### src/rtl/hmc_pkg.sv
package hmc_pkg;
  typedef enum logic [1:0] {
    CELL_OFF    = 2'b00,
    CELL_BRIGHT = 2'b01,
    CELL_SURR   = 2'b10,
    CELL_SPARE  = 2'b11
  } cell_code_e;
endpackage

### src/rtl/hmc_rowbuf.sv
module hmc_rowbuf #(
  parameter int DEPTH = 5,
  parameter int PW    = 8
) (
  input  logic          clk,
  input  logic          rst,
  input  logic          en,
  input  logic [PW-1:0] din,
  output logic [PW-1:0] dout
);
  localparam int AW = (DEPTH > 1) ? $clog2(DEPTH) : 1;
  localparam logic [AW-1:0] LAST = AW'(DEPTH - 1);

  logic [PW-1:0] mem [DEPTH];
  logic [AW-1:0] ptr_q;

  always_ff @(posedge clk) begin
    if (en) begin
      dout     <= mem[ptr_q];
      mem[ptr_q] <= din;
    end
  end

  always_ff @(posedge clk) begin
    if (rst) ptr_q <= '0;
    else if (en) ptr_q <= (ptr_q == LAST) ? '0 : ptr_q + AW'(1);
  end


  ptr_range_chk: assert property (@(posedge clk) disable iff (rst) ptr_q <= LAST);
endmodule

### src/rtl/hmc_window.sv
module hmc_window #(
  parameter int N     = 3,
  parameter int IMG_W = 8,
  parameter int PW    = 8
) (
  input  logic              clk,
  input  logic              rst,
  input  logic              en,
  input  logic [PW-1:0]     pix,
  output logic [N*N*PW-1:0] win
);
  localparam int DEPTH = IMG_W - N;

  logic [N-1:0][N-2:0][PW-1:0] sh_q;
  logic [PW-1:0] newest_q;
  logic [PW-1:0] tail [N-1];

  always_ff @(posedge clk) begin
    if (rst) begin
      sh_q     <= '0;
      newest_q <= '0;
    end else if (en) begin
      newest_q <= pix;
      for (int k = 0; k < N; k++) begin
        for (int j = 0; j < N-2; j++) sh_q[k][j] <= sh_q[k][j+1];
      end
      for (int k = 0; k < N-1; k++) sh_q[k][N-2] <= tail[k];
      sh_q[N-1][N-2] <= newest_q;
    end
  end

  for (genvar k = 0; k < N-1; k++) begin : g_buf
    hmc_rowbuf #(.DEPTH(DEPTH), .PW(PW)) u_buf (
      .clk (clk),
      .rst (rst),
      .en  (en),
      .din (sh_q[k+1][0]),
      .dout(tail[k])
    );
  end

  for (genvar k = 0; k < N; k++) begin : g_row
    for (genvar j = 0; j < N; j++) begin : g_col
      if (j < N-1) begin : g_sh
        assign win[(k*N+j)*PW +: PW] = sh_q[k][j];
      end else if (k == N-1) begin : g_new
        assign win[(k*N+j)*PW +: PW] = newest_q;
      end else begin : g_tail
        assign win[(k*N+j)*PW +: PW] = tail[k];
      end
    end
  end
endmodule

### src/rtl/hmc_score.sv
module hmc_score
  import hmc_pkg::*;
#(
  parameter int N  = 3,
  parameter int PW = 8,
  parameter int CW = 4
) (
  input  logic              clk,
  input  logic              rst,
  input  logic              win_vld,
  input  logic [N*N*PW-1:0] win,
  input  logic [PW-1:0]     thr,
  input  logic [N*N*2-1:0]  tpl,
  input  logic [CW-1:0]     lim_b,
  input  logic [CW-1:0]     lim_s,
  output logic              busy,
  output logic              out_vld,
  output logic [CW-1:0]     out_b,
  output logic [CW-1:0]     out_s,
  output logic              out_det
);
  localparam logic [CW-1:0] CELLS = CW'(N*N);

  logic [CW-1:0] rb_c [N];
  logic [CW-1:0] rs_c [N];
  logic [CW-1:0] s1_rb [N];
  logic [CW-1:0] s1_rs [N];
  logic          s1_v;
  logic [CW-1:0] rowb_d [N];
  logic [CW-1:0] rows_d [N];
  logic [CW-1:0] accb_q [N];
  logic [CW-1:0] accs_q [N];
  logic [N-1:0]  v_q;

  // one processing element per cell, summed by row
  always_comb begin
    for (int k = 0; k < N; k++) begin
      rb_c[k] = '0;
      rs_c[k] = '0;
      for (int j = 0; j < N; j++) begin
        if (cell_code_e'(tpl[(k*N+j)*2 +: 2]) == CELL_BRIGHT &&
            win[(k*N+j)*PW +: PW] > thr)
          rb_c[k] = rb_c[k] + CW'(1);
        if (cell_code_e'(tpl[(k*N+j)*2 +: 2]) == CELL_SURR &&
            win[(k*N+j)*PW +: PW] < thr)
          rs_c[k] = rs_c[k] + CW'(1);
      end
    end
  end

  always_ff @(posedge clk) begin
    if (rst) begin
      s1_v <= 1'b0;
      for (int k = 0; k < N; k++) begin
        s1_rb[k] <= '0;
        s1_rs[k] <= '0;
      end
    end else begin
      s1_v <= win_vld;
      for (int k = 0; k < N; k++) begin
        s1_rb[k] <= rb_c[k];
        s1_rs[k] <= rs_c[k];
      end
    end
  end

  // row k joins the running sum k cycles later
  for (genvar a = 0; a < N; a++) begin : g_dly
    if (a == 0) begin : g_now
      assign rowb_d[a] = s1_rb[0];
      assign rows_d[a] = s1_rs[0];
    end else begin : g_line
      logic [CW-1:0] db [a];
      logic [CW-1:0] ds [a];
      always_ff @(posedge clk) begin
        db[0] <= s1_rb[a];
        ds[0] <= s1_rs[a];
        for (int i = 1; i < a; i++) begin
          db[i] <= db[i-1];
          ds[i] <= ds[i-1];
        end
      end
      assign rowb_d[a] = db[a-1];
      assign rows_d[a] = ds[a-1];
    end
  end

  always_ff @(posedge clk) begin
    if (rst) begin
      v_q <= '0;
      for (int a = 0; a < N; a++) begin
        accb_q[a] <= '0;
        accs_q[a] <= '0;
      end
    end else begin
      v_q <= {v_q[N-2:0], s1_v};
      accb_q[0] <= rowb_d[0];
      accs_q[0] <= rows_d[0];
      for (int a = 1; a < N; a++) begin
        accb_q[a] <= accb_q[a-1] + rowb_d[a];
        accs_q[a] <= accs_q[a-1] + rows_d[a];
      end
    end
  end

  always_ff @(posedge clk) begin
    if (rst) begin
      out_vld <= 1'b0;
      out_b   <= '0;
      out_s   <= '0;
      out_det <= 1'b0;
    end else begin
      out_vld <= v_q[N-1];
      out_b   <= accb_q[N-1];
      out_s   <= accs_q[N-1];
      out_det <= v_q[N-1] && (accb_q[N-1] >= lim_b) && (accs_q[N-1] >= lim_s);
    end
  end

  assign busy = s1_v | (|v_q) | out_vld;


  count_bound_chk: assert property (@(posedge clk) disable iff (rst)
    out_vld |-> (out_b <= CELLS && out_s <= CELLS));

  det_needs_valid_chk: assert property (@(posedge clk) disable iff (rst)
    out_det |-> out_vld);
endmodule

### src/rtl/hmc_correlator.sv
module hmc_correlator #(
  parameter int N     = 3,
  parameter int IMG_W = 8,
  parameter int IMG_H = 6,
  parameter int PIX_W = 8,
  localparam int CW   = $clog2(N*N+1),
  localparam int IW   = $clog2(N*N)
) (
  input  logic             clk,
  input  logic             rst,
  input  logic             in_valid,
  output logic             in_ready,
  input  logic [PIX_W-1:0] in_pix,
  input  logic [PIX_W-1:0] in_thr,
  input  logic             tpl_we,
  input  logic [IW-1:0]    tpl_idx,
  input  logic [1:0]       tpl_code,
  input  logic             lim_we,
  input  logic [CW-1:0]    lim_bright,
  input  logic [CW-1:0]    lim_surround,
  output logic             out_valid,
  output logic [CW-1:0]    out_bright,
  output logic [CW-1:0]    out_surround,
  output logic             out_detect,
  output logic             cfg_err
);
  localparam int XW = $clog2(IMG_W);
  localparam int YW = $clog2(IMG_H);
  localparam logic [XW-1:0] XLAST = XW'(IMG_W - 1);
  localparam logic [YW-1:0] YLAST = YW'(IMG_H - 1);
  localparam logic [XW-1:0] XMIN  = XW'(N - 1);
  localparam logic [YW-1:0] YMIN  = YW'(N - 1);

  logic                 rdy_q;
  logic                 fire;
  logic [XW-1:0]        col_q;
  logic [YW-1:0]        row_q;
  logic                 win_vld_q;
  logic [PIX_W-1:0]     thr_q;
  logic [N*N-1:0][1:0]  tpl_q;
  logic [CW-1:0]        limb_q;
  logic [CW-1:0]        lims_q;
  logic [N*N*PIX_W-1:0] win;
  logic                 score_busy;
  logic                 busy;

  assign in_ready = rdy_q;
  assign fire     = in_valid & rdy_q;
  assign busy     = in_valid | win_vld_q | score_busy;

  always_ff @(posedge clk) begin
    if (rst) begin
      rdy_q     <= 1'b0;
      col_q     <= '0;
      row_q     <= '0;
      win_vld_q <= 1'b0;
      thr_q     <= '0;
    end else begin
      rdy_q     <= 1'b1;
      win_vld_q <= fire && (col_q >= XMIN) && (row_q >= YMIN);
      if (fire) begin
        thr_q <= in_thr;
        if (col_q == XLAST) begin
          col_q <= '0;
          row_q <= (row_q == YLAST) ? '0 : row_q + YW'(1);
        end else begin
          col_q <= col_q + XW'(1);
        end
      end
    end
  end

  always_ff @(posedge clk) begin
    if (rst) begin
      tpl_q   <= '0;
      limb_q  <= '0;
      lims_q  <= '0;
      cfg_err <= 1'b0;
    end else begin
      if ((tpl_we || lim_we) && busy) cfg_err <= 1'b1;
      if (tpl_we && !busy) begin
        for (int i = 0; i < N*N; i++)
          if (tpl_idx == IW'(i)) tpl_q[i] <= tpl_code;
      end
      if (lim_we && !busy) begin
        limb_q <= lim_bright;
        lims_q <= lim_surround;
      end
    end
  end

  hmc_window #(.N(N), .IMG_W(IMG_W), .PW(PIX_W)) u_win (
    .clk(clk), .rst(rst), .en(fire), .pix(in_pix), .win(win)
  );

  hmc_score #(.N(N), .PW(PIX_W), .CW(CW)) u_score (
    .clk    (clk),
    .rst    (rst),
    .win_vld(win_vld_q),
    .win    (win),
    .thr    (thr_q),
    .tpl    (tpl_q),
    .lim_b  (limb_q),
    .lim_s  (lims_q),
    .busy   (score_busy),
    .out_vld(out_valid),
    .out_b  (out_bright),
    .out_s  (out_surround),
    .out_det(out_detect)
  );


  cfg_rejected_chk: assert property (@(posedge clk) disable iff (rst)
    (busy && (tpl_we || lim_we)) |=> cfg_err);

  err_sticky_chk: assert property (@(posedge clk) disable iff (rst)
    cfg_err |=> cfg_err);

  tpl_hold_chk: assert property (@(posedge clk) disable iff (rst)
    busy |=> ($stable(tpl_q) && $stable(limb_q) && $stable(lims_q)));

  col_range_chk: assert property (@(posedge clk) disable iff (rst)
    col_q <= XLAST && row_q <= YLAST);
endmodule

### config.mk
export PLATFORM = sky130hd
export DESIGN_NAME = hmc_correlator
export DESIGN_NICKNAME = d
export VERILOG_FILES = /design/src/rtl/hmc_pkg.sv /design/src/rtl/hmc_rowbuf.sv /design/src/rtl/hmc_window.sv /design/src/rtl/hmc_score.sv /design/src/rtl/hmc_correlator.sv
export SDC_FILE = /design/constraint.sdc
export NUM_CORES = 1
export LEC_CHECK = 0
export ABC_AREA = 1
export BUFFER_PORTS_ARGS = -buffer_cell sky130_fd_sc_hd__buf_2
export CAP_MARGIN = 20
export CORE_ASPECT_RATIO = 1.25
export CORE_MARGIN = 8
export CORE_UTILIZATION = 30
export CTS_CLUSTER_DIAMETER = 50
export DETAILED_ROUTE_END_ITERATION = 12
export PLACE_DENSITY_LB_ADDON = 0.3
export SYNTH_ARGS = -nofsm -noshare
export SYNTH_HDL_FRONTEND = slang
export SYNTH_HIERARCHICAL = 1
export SYNTH_SLANG_ARGS = --single-unit
### constraint.sdc
create_clock -name clk -period 5.2 [get_ports clk]
set_input_delay 0.26 -clock clk [delete_from_list [all_inputs] [get_ports clk]]
set_output_delay 0.26 -clock clk [all_outputs]
set_load 0.01 [all_outputs]
==> impl_metrics.env, run 1 <==
export IMPL_synth_area_mm2=0.0128
export IMPL_p_per_area_mw_per_mm2=336
export IMPL_max_freq_mhz=413
export IMPL_wire_per_inst_um=12.7
export IMPL_num_vias=9394
export IMPL_drt_antenna_violating_nets=0
export IMPL_overflow=0
export IMPL_nFillCells=4268
export IMPL_maxSlewViolCount=0
export IMPL_finClkSkew_ns=0.0334
export IMPL_finalSetupTns_ns=0
export IMPL_grt_setup_unrepaired="no"
export IMPL_ios=47
export IMPL_ys_seq_elements=273
export IMPL_clkLatencyLatePin_ns=0.59
export IMPL_chipWidth_um=201
export IMPL_yosys_cell_types_count=32
export IMPL_crit_fanout=51
export IMPL_row_count=84
export IMPL_min_period_ns=2.42
export IMPL_final_common_cell="nand2_1"
export IMPL_cts_clk_slew_worst_paths_ns=0.06
export IMPL_placed_cells=2132
export IMPL_cts_resized=0
export IMPL_slowest_stage="nor3_1"
export IMPL_cp_cell_sequence="nand2_1 > inv_4 > nand2_1 > nor3_1"
export IMPL_cts_tree="yes"
export IMPL_relSlewSlack_pct=30.3
export IMPL_hold_path_class="input port to flop"
export IMPL_nNetsFinal=1779
export IMPL_r2r_cells=4
export IMPL_hold_viol_final=0
export IMPL_worst_path_most_repeated_cell="nand2_1"
export IMPL_diodes=0
export IMPL_syn_area_per_cell_um2=8.24
export IMPL_first_pass_iters=4
export IMPL_leakagePower_nw=6.70
export IMPL_ys_warn_count=6
export IMPL_maxCapViolCount=0
export IMPL_layout_common_cells="nand2_1 (380), nor2_1 (279), inv_1 (247), dfxtp_1 (177), ha_1 (111)"
export IMPL_design_die_area_mm2=0.0497
export IMPL_status="finished clean"
export IMPL_clk_path_buf_depth=3
export IMPL_dp_hpwl_um=20300
export IMPL_cts_root_buf="clkbuf_16"
export IMPL_grt_use_total_pct=11.4
export IMPL_fin_crit_sh_pct=46.6
export IMPL_crit_arrival_ns=2.60
export IMPL_numCtsBuffers=30
export IMPL_finalNonFillerCells=2212
export IMPL_drc=0
export IMPL_hold_ws_ns=0.00680
export IMPL_slowest_delay_ns=0.81
export IMPL_crit_type="flop to flop"
export IMPL_synth_nets=1709
export IMPL_drive_above_1_share_pct=8.47
export IMPL_core_mm2=0.0421
export IMPL_hold_depth=3
export IMPL_cp_start_kind="flop"
export IMPL_grt_start_max_net_pins=105
export IMPL_place_gp_congestion=0.774
export IMPL_cp_data_required_time_ns=5.38
export IMPL_vias_per_cell=4.25
export IMPL_finish_utilization_pct=35.4
export IMPL_clock_sinks=273
export IMPL_postCtsSetupRepairBufs=0
export IMPL_setup_viol=0
export IMPL_ys_seq_area_share_pct=50.0
export IMPL_hold_buffers=23
export IMPL_io_buffer_count=46
export IMPL_drt_wl_total_um=28200
export IMPL_cp_end_kind="flop"
export IMPL_antenna_found_initial=0
export IMPL_drt_iter0_markers=408
export IMPL_start_util_pct=30.5
export IMPL_htree_levels=1
export IMPL_synth_cells=1559
export IMPL_die_y_um=247
export IMPL_max_vdd_ir_drop_mv=0.219
export IMPL_grt_pass1_vias=9293
export IMPL_grt_pass1_wl_um=46400
export IMPL_finalPower_mw=5.01
export IMPL_worst_slew_pin_slew_ns=1.04
export IMPL_area_delta_synth_final_pct=16.1
cell type report:
type	count	area (µm²)	share of cell area [%]
flip-flops and latches	273	6430	43.1
multi-input cells	996	5240	35.2
well taps	559	699	4.69
clock buffers	39	890	5.97
repair buffers	75	515	3.46
clock inverters	17	176	1.18
inverters	253	962	6.45
critical path: cells and delay by family (launching register included):
family        cells  cell delay [ns]
flops             1             0.32
buf+inv           1             0.50
simple gates      3             1.17
registers in the layout, summed over array words and instances, names as in the netlist, 3 cells and up:
register                 count
col_q                        3
limb_q                       4
lims_q                       4
row_q                        3
thr_q                        8
tpl_q                       18
u_score/accb_q              11
u_score/accs_q              11
u_score/g_dly.g_line.db      9
u_score/g_dly.g_line.ds      9
u_score/out_b                4
u_score/out_s                4
u_score/s1_rb                9
u_score/s1_rs                9
u_score/v_q                  3
u_win/g_buf.u_buf/dout      16
u_win/g_buf.u_buf/mem       80
u_win/g_buf.u_buf/ptr_q      6
u_win/newest_q               8
u_win/win                   48
cells in the mapped netlist, drive strengths merged:
cell / count / area, µm²
fa: 4 / 80.1
nand3: 76 / 428
a211oi: 7 / 72.6
a31oi: 1 / 6.26
a21oi: 64 / 320
ha: 111 / 1390
edfxtp: 96 / 2880
nor2: 295 / 1180
nand4: 14 / 87.6
nor3: 8 / 40.0
dfxtp: 177 / 3540
inv: 251 / 952
xor2: 5 / 43.8
o211ai: 1 / 7.51
o21bai: 1 / 7.51
buf: 32 / 195
a21o: 3 / 22.5
clkbuf: 5 / 18.8
nand2: 383 / 1450
clkinv: 2 / 7.51
o21ai: 23 / 115
final timing paths:
| path | from | endpoint | slack [ns] |
|---|---|---|---|
| worst min register to register | u_score/s1_rs[0][5] | u_score/g_dly[1].g_line.ds[0][1] | 0.33 |
| worst min-delay path | in_thr[7] | thr_q[7] | 0.007 |
| worst max register to register | in_ready | u_win/g_buf[0].u_buf/mem[4][0] | 2.78 |
| worst max-delay path | in_ready | u_win/g_buf[0].u_buf/mem[4][0] | 2.78 |
where the power goes:
group	total, mW	switching [mW]	internal, mW
Sequential	2.34	0.0611	2.28
Combinational	0.475	0.298	0.177
Clock	2.20	0.916	1.28
metal layers:
metal | GRT usage, % | vias to the layer above | wire (µm)
li1 | - | 5002 | -
met1 | 12.3 | 4234 | 11600
met2 | 22.1 | 118 | 15000
met3 | 1.61 | 40 | 881
met4 | 4.25 | 0 | 714
met5 | 0 | - | 0
stage by stage:
step	instance area, µm²	worst slack, ns
6_report	14900	2.78
5_1_grt	14900	2.60
4_1_cts	14900	2.73
3_5_place_dp	13600	2.67
3_3_place_gp	13600	2.74
2_1_floorplan	12800	3.02
logic make-up (layout without fill, tap and decap cells):
logic type      count (synthesis)  count (layout)  synth area share, %
xor+xnor                        5               5                0.341
compound gates                100             100                 4.30
fa+ha+maj                     115             115                 11.4
buf+inv                       290             384                 9.14
simple gates                  776             776                 24.7
flops                         273             273                 50.0
Note: power is estimated with default switching activity, not from simulation.
==> run 2, diff against run 1 <==
==> constraint.sdc (replaced) <==
create_clock -name clk -period 2.21 [get_ports clk]
set_input_delay 0.1105 -clock clk [delete_from_list [all_inputs] [get_ports clk]]
set_output_delay 0.1105 -clock clk [all_outputs]
set_load 0.01 [all_outputs]
==> run 2 against run 1 <==
Effect of this change:
- the flow now finishes with violations (setup timing)
- first-iteration DRC count decreased by 12%
- critical path depth increased by 8
- clock power increased by 140%
- core utilization increased by 1.9 points
- hold slack got worse by 0.0023 ns
- critical path type unchanged
- highest routed layer unchanged
==> impl_metrics.env, run 2 (same netlist as run 1, synthesis figures left out) <==
export IMPL_final_common_cell="nand2_1"
export IMPL_hold_path_class="input port to flop"
export IMPL_max_vdd_ir_drop_mv=0.592
export IMPL_numCtsBuffers=31
export IMPL_largest_reg_flops=80
export IMPL_setup_viol=3
export IMPL_grt_setup_unrepaired="yes"
export IMPL_dp_hpwl_um=21100
export IMPL_area_delta_synth_final_pct=22.4
export IMPL_fin_area_mm2=0.0157
export IMPL_cts_tree="yes"
export IMPL_cp_end_kind="flop"
export IMPL_drt_antenna_violating_nets=0
export IMPL_core_mm2=0.0421
export IMPL_start_util_pct=30.5
export IMPL_status="finished, violations left"
export IMPL_grt_use_total_pct=11.6
export IMPL_maxSlewViolCount=0
export IMPL_fin_crit_sh_pct=101
export IMPL_failed_checks="setup timing"
export IMPL_nNetsFinal=1842
export IMPL_slowest_stage="dfxtp_2"
export IMPL_cp_data_required_time_ns=2.67
export IMPL_finClkSkew_ns=0.0192
export IMPL_crit_arrival_ns=2.70
export IMPL_layout_common_cells="nand2_1 (373), nor2_1 (274), inv_1 (241), dfxtp_1 (172), ha_1 (102)"
export IMPL_cts_root_buf="clkbuf_16"
export IMPL_crit_type="flop to flop"
export IMPL_p_per_area_mw_per_mm2=775
export IMPL_wire_per_inst_um=13.2
export IMPL_min_period_ns=2.23
export IMPL_relSlewSlack_pct=56.0
export IMPL_fin_ws_ns=-0.0247
export IMPL_crit_buf_inv=3
export IMPL_worst_slew_pin_slew_ns=0.659
export IMPL_overflow=0
export IMPL_diodes=0
export IMPL_grt_pass1_wl_um=47400
export IMPL_critical_path_top_delay_family="adder cells"
export IMPL_die_y_um=247
export IMPL_regMostFlops="u_win/g_buf.u_buf/mem"
export IMPL_ios=47
export IMPL_cts_clk_slew_worst_paths_ns=0.06
export IMPL_vias_per_cell=4.30
export IMPL_design_die_area_mm2=0.0497
export IMPL_row_count=84
export IMPL_placed_cells=2163
export IMPL_cp_cell_sequence="clkinvlp_4 > buf_6 > buf_6 > ha_4 > a21oi_2 > nor2_1 > a211oi_2 > nand4_1 > ha_1 > nand4_1 > nand2_1 > nor2_1"
export IMPL_hold_viol_final=0
export IMPL_htree_levels=1
export IMPL_clkLatencyLatePin_ns=0.58
export IMPL_drt_iter0_markers=360
export IMPL_crit_fanout=6
export IMPL_hold_ws_ns=0.00448
export IMPL_first_pass_iters=5
export IMPL_maxCapViolCount=0
export IMPL_rrSetupSlack_ns=-0.02
export IMPL_chipWidth_um=201
export IMPL_drive_above_1_share_pct=14.0
export IMPL_antenna_found_initial=0
export IMPL_place_gp_congestion=0.773
export IMPL_grt_start_max_net_pins=57
export IMPL_drc=0
export IMPL_leakagePower_nw=7.03
export IMPL_io_buffer_count=46
export IMPL_finalNonFillerCells=2276
export IMPL_cp_start_kind="flop"
export IMPL_num_vias=9776
export IMPL_slowest_delay_ns=0.35
export IMPL_clock_sinks=273
export IMPL_grt_pass1_vias=9256
export IMPL_dpl_cell_area_mm2=0.0138
export IMPL_max_freq_mhz=447
export IMPL_clk_path_buf_depth=3
export IMPL_drt_wl_total_um=30100
[run 2: cell types whose count changed in the layout (fill, tap and decap cells not counted), sizes merged]
| cell | delta |
|---|---|
| inv | -5 |
| buf | +53 |
| bufinv | +3 |
| dlygate4sd3 | +9 |
| clkinvlp | +6 |
| clkbuf | -2 |
[run 2: area by class of cell]
cell class / instances / area [µm²]
tap: 559 / 699
fill: 4195 / 26400
clock inverter: 21 / 256
clock buffer: 37 / 828
inverter: 253 / 981
multi-input combinational: 996 / 5460
timing repair buffer: 137 / 1050
sequential: 273 / 6430
[run 2: path summary, 6_finish.rpt]
path,startpoint,cells past startpoint,endpoint
hold / removal,tpl_we,6,tpl_q[13]
setup / recovery,thr_q[5],12,u_score/s1_rs[0][8]
hold reg to reg,u_score/g_dly[2].g_line.ds[0][1],0,u_score/g_dly[2].g_line.ds[0][5]
setup reg to reg,thr_q[5],12,u_score/s1_rs[0][8]
[run 2: power by group]
| group | switching [mW] | internal (mW) | total (mW) |
|---|---|---|---|
| logic | 0.784 | 0.532 | 1.32 |
| registers | 0.141 | 5.36 | 5.50 |
| clock network | 2.17 | 3.19 | 5.36 |
[run 2: stage by stage]
| step | power (mW) | util, % | setup slack [ns] | setup TNS (ns) |
|---|---|---|---|---|
| final | 12.2 | 37.3 | -0.0247 | -0.0494 |
| after global routing | 12.8 | 37.3 | -0.207 | -1.25 |
| after floorplan | 6.39 | - | 0.0293 | 0 |
| after global placement | 6.72 | 32.8 | 0.0767 | 0 |
| after detailed placement | 6.74 | 32.8 | 0.0378 | 0 |
| after CTS | 12.2 | 36.2 | -0.00864 | -0.00864 |
[run 2: what timing repair did]
action	4_1_cts	5_1_grt
buffers inserted	0	23
gates cloned	0	0
pin swaps	0	25
endpoints found under the hold margin	34	0
hold buffers	32	0
gates resized for setup	0	58
endpoints found under the setup margin	1	17
[run 2: routing by layer]
layer  global-route usage [%]  part of all wire (%)  up-vias
met3                     1.61                   3.2       51
met2                     22.2                    53      140
met4                     4.18                   3.2        0
met5                        0                     0        -
li1                         -                     -     5129
met1                     13.0                    41     4456
[run 2: tightest hold or removal path, delay by kind of cell]
family,cells,cell delay [ns]
and+or+nand+nor,4,0.23
buffers and inverters,2,0.19
==> run 3, diff against run 2 <==
--- a/config.mk
+++ b/config.mk
@@ -8,9 +8,12 @@
 export ABC_AREA = 1
 export BUFFER_PORTS_ARGS = -buffer_cell sky130_fd_sc_hd__buf_2
 export CAP_MARGIN = 20
+export CELL_PAD_IN_SITES_DETAIL_PLACEMENT = 2
+export CELL_PAD_IN_SITES_GLOBAL_PLACEMENT = 2
 export CORE_ASPECT_RATIO = 1.25
 export CORE_MARGIN = 8
 export CORE_UTILIZATION = 30
+export CTS_BUF_LIST = sky130_fd_sc_hd__clkbuf_8
 export CTS_CLUSTER_DIAMETER = 50
 export DETAILED_ROUTE_END_ITERATION = 12
 export PLACE_DENSITY_LB_ADDON = 0.3
==> run 3 against run 2 <==
Effect of this change:
- the flow still finishes with violations (setup timing)
- critical path type unchanged
- total power decreased by 2.2%
- setup slack worse by 0.054 ns
- wire length rose by 33%
- clock skew increased by 0.019 ns
- sequential share of layout area shrank 1.1 points
- sequential power hardly changed
- via count grew 9.1%
- largest power group unchanged
- combinational power up 18%
- clock power fell by 9.5%
- critical endpoint is now u_score/s1_rs[0][10]
==> impl_metrics.env, run 3 (same netlist as run 1, synthesis figures left out) <==
export IMPL_max_vdd_ir_drop_mv=0.742
export IMPL_cts_root_buf="clkbuf_8"
export IMPL_fin_area_mm2=0.0162
export IMPL_start_util_pct=30.5
export IMPL_vias_per_cell=4.57
export IMPL_ios=47
export IMPL_dpl_cell_area_mm2=0.0139
export IMPL_final_common_cell="nand2_1"
export IMPL_chipWidth_um=201
export IMPL_maxCapViolCount=0
export IMPL_nNetsFinal=1888
export IMPL_grt_pass1_wl_um=63100
export IMPL_multiInputGateArea_mm2=0.00571
export IMPL_diodes=0
export IMPL_cts_tree="yes"
export IMPL_maxSlewViolCount=0
export IMPL_wire_per_inst_um=17.2
export IMPL_max_freq_mhz=437
export IMPL_crit_fanout=3
export IMPL_io_buffer_count=46
export IMPL_use_met2_pct=31.5
export IMPL_area_delta_synth_final_pct=25.9
export IMPL_numCtsBuffers=50
export IMPL_drt_antenna_violating_nets=0
export IMPL_die_y_um=247
export IMPL_design_die_area_mm2=0.0497
export IMPL_dp_hpwl_um=26700
export IMPL_grt_setup_unrepaired="yes"
export IMPL_grtUsageMet1_pct=16.1
export IMPL_fin_crit_sh_pct=104
export IMPL_antenna_found_initial=0
export IMPL_num_vias=10700
export IMPL_layout_common_cells="nand2_1 (367), nor2_1 (267), inv_1 (256), dfxtp_1 (170), edfxtp_1 (96)"
export IMPL_p_sw_mw=3.24
export IMPL_crit_arrival_ns=2.83
export IMPL_finClkSkew_ns=0.0381
export IMPL_status="finished, violations left"
export IMPL_grt_pass1_vias=12100
export IMPL_crit_type="flop to flop"
export IMPL_largest_reg_flops=80
export IMPL_grt_start_max_net_pins=89
export IMPL_grt_busiest_layer="met2"
export IMPL_clock_sinks=273
export IMPL_fin_ws_ns=-0.0792
export IMPL_first_pass_iters=4
export IMPL_hold_viol_final=0
export IMPL_core_mm2=0.0421
export IMPL_regMostFlops="u_win/g_buf.u_buf/mem"
export IMPL_regArea_mm2=0.00644
export IMPL_rrSetupSlack_ns=-0.08
export IMPL_drt_iter0_markers=229
export IMPL_cts_clk_slew_worst_paths_ns=0.06
export IMPL_failed_checks="setup timing"
export IMPL_cp_end_kind="flop"
export IMPL_place_gp_congestion=0.764
export IMPL_overflow=0
export IMPL_combPwrFrac_pct=13.1
export IMPL_hold_path_class="input port to flop"
export IMPL_cp_data_required_time_ns=2.75
export IMPL_clk_path_buf_depth=3
export IMPL_min_period_ns=2.29
export IMPL_worst_slew_pin_slew_ns=0.918
export IMPL_swShare_pct=27.2
export IMPL_setup_viol=7
export IMPL_p_int_mw=8.68
export IMPL_cp_start_kind="flop"
export IMPL_relSlewSlack_pct=38.7
export IMPL_finalPower_mw=11.9
export IMPL_power_clock_fraction_pct=40.7
export IMPL_drive_above_1_share_pct=17.2
export IMPL_drt_wl_total_um=40100
export IMPL_seqPwrFrac_pct=46.2
export IMPL_row_count=84
export IMPL_leakagePower_nw=7.21
export IMPL_clkLatencyLatePin_ns=0.63
export IMPL_p_per_area_mw_per_mm2=737
export IMPL_drc=0
export IMPL_htree_levels=2
export IMPL_nFillCells=4753
export IMPL_grt_use_total_pct=16.0
export IMPL_grt_use_met3_pct=3.21
## run 3: area by class of cell
class | instances | area share (%)
sequential | 273 | 39.8
multi-input combinational | 996 | 35.3
tap | 559 | 4.33
clock buffer | 56 | 4.77
clock inverter | 32 | 1.43
timing repair buffer | 164 | 8.23
inverter | 253 | 6.11
## run 3: path summary, 6_finish.rpt
check                                         start                               end  cells after the start
worst max register to register             thr_q[5]              u_score/s1_rs[0][10]                     10
worst min register to register  u_score/s1_rb[0][5]  u_score/g_dly[1].g_line.db[0][1]                      0
worst max-delay path                       thr_q[5]              u_score/s1_rs[0][10]                     10
worst min-delay path                      in_pix[1]                 u_win/newest_q[1]                      6
## run 3: what timing repair did
action,CTS,global route
endpoints found under the hold margin,49,0
hold buffers,50,0
pin swaps,5,41
setup endpoints to repair,18,19
resized for setup,31,79
buffers inserted,20,9
## run 3: routing by layer
metal	wire [µm]	up-vias
met4	1530	0
met5	0	-
li1	-	5228
met1	15500	5205
met2	21800	137
met3	1240	93
## run 3: power groups by stage
| stage | clock, mW | combinational (mW) | sequential, mW |
|---|---|---|---|
| 2_1_floorplan | 0 | 0.841 | 5.55 |
| 3_3_place_gp | 0 | 1.17 | 5.59 |
| 3_5_place_dp | 0 | 1.25 | 5.60 |
| 4_1_cts | 5.07 | 1.41 | 5.50 |
| 5_1_grt | 5.25 | 1.76 | 5.52 |
| 6_report | 4.85 | 1.56 | 5.51 |
## run 3: critical path, cell delays in order, from the launching register on
cell and delay [ns]:
dfxtp_2 0.36, clkinvlp_4 0.11, buf_4 0.18, ha_4 0.22
a21oi_2 0.13, nor2_1 0.07, a211oi_2 0.28, nand4_1 0.19
ha_1 0.34, nand4_1 0.12, nor3_1 0.18
## run 3: through the flow
step	worst slack (ns)	hold WS [ns]	cells	utilization, %	TNS [ns]
floorplan	0.0293	0.180	1559	-	0
global placement	-0.139	0.314	2166	33.0	-0.438
detailed placement	-0.236	0.315	2166	33.0	-2.17
CTS	0.00937	0.239	2324	37.4	0
global route	-0.172	0.302	2333	38.4	-1.44
finish	-0.0792	0.309	2333	38.4	-0.274
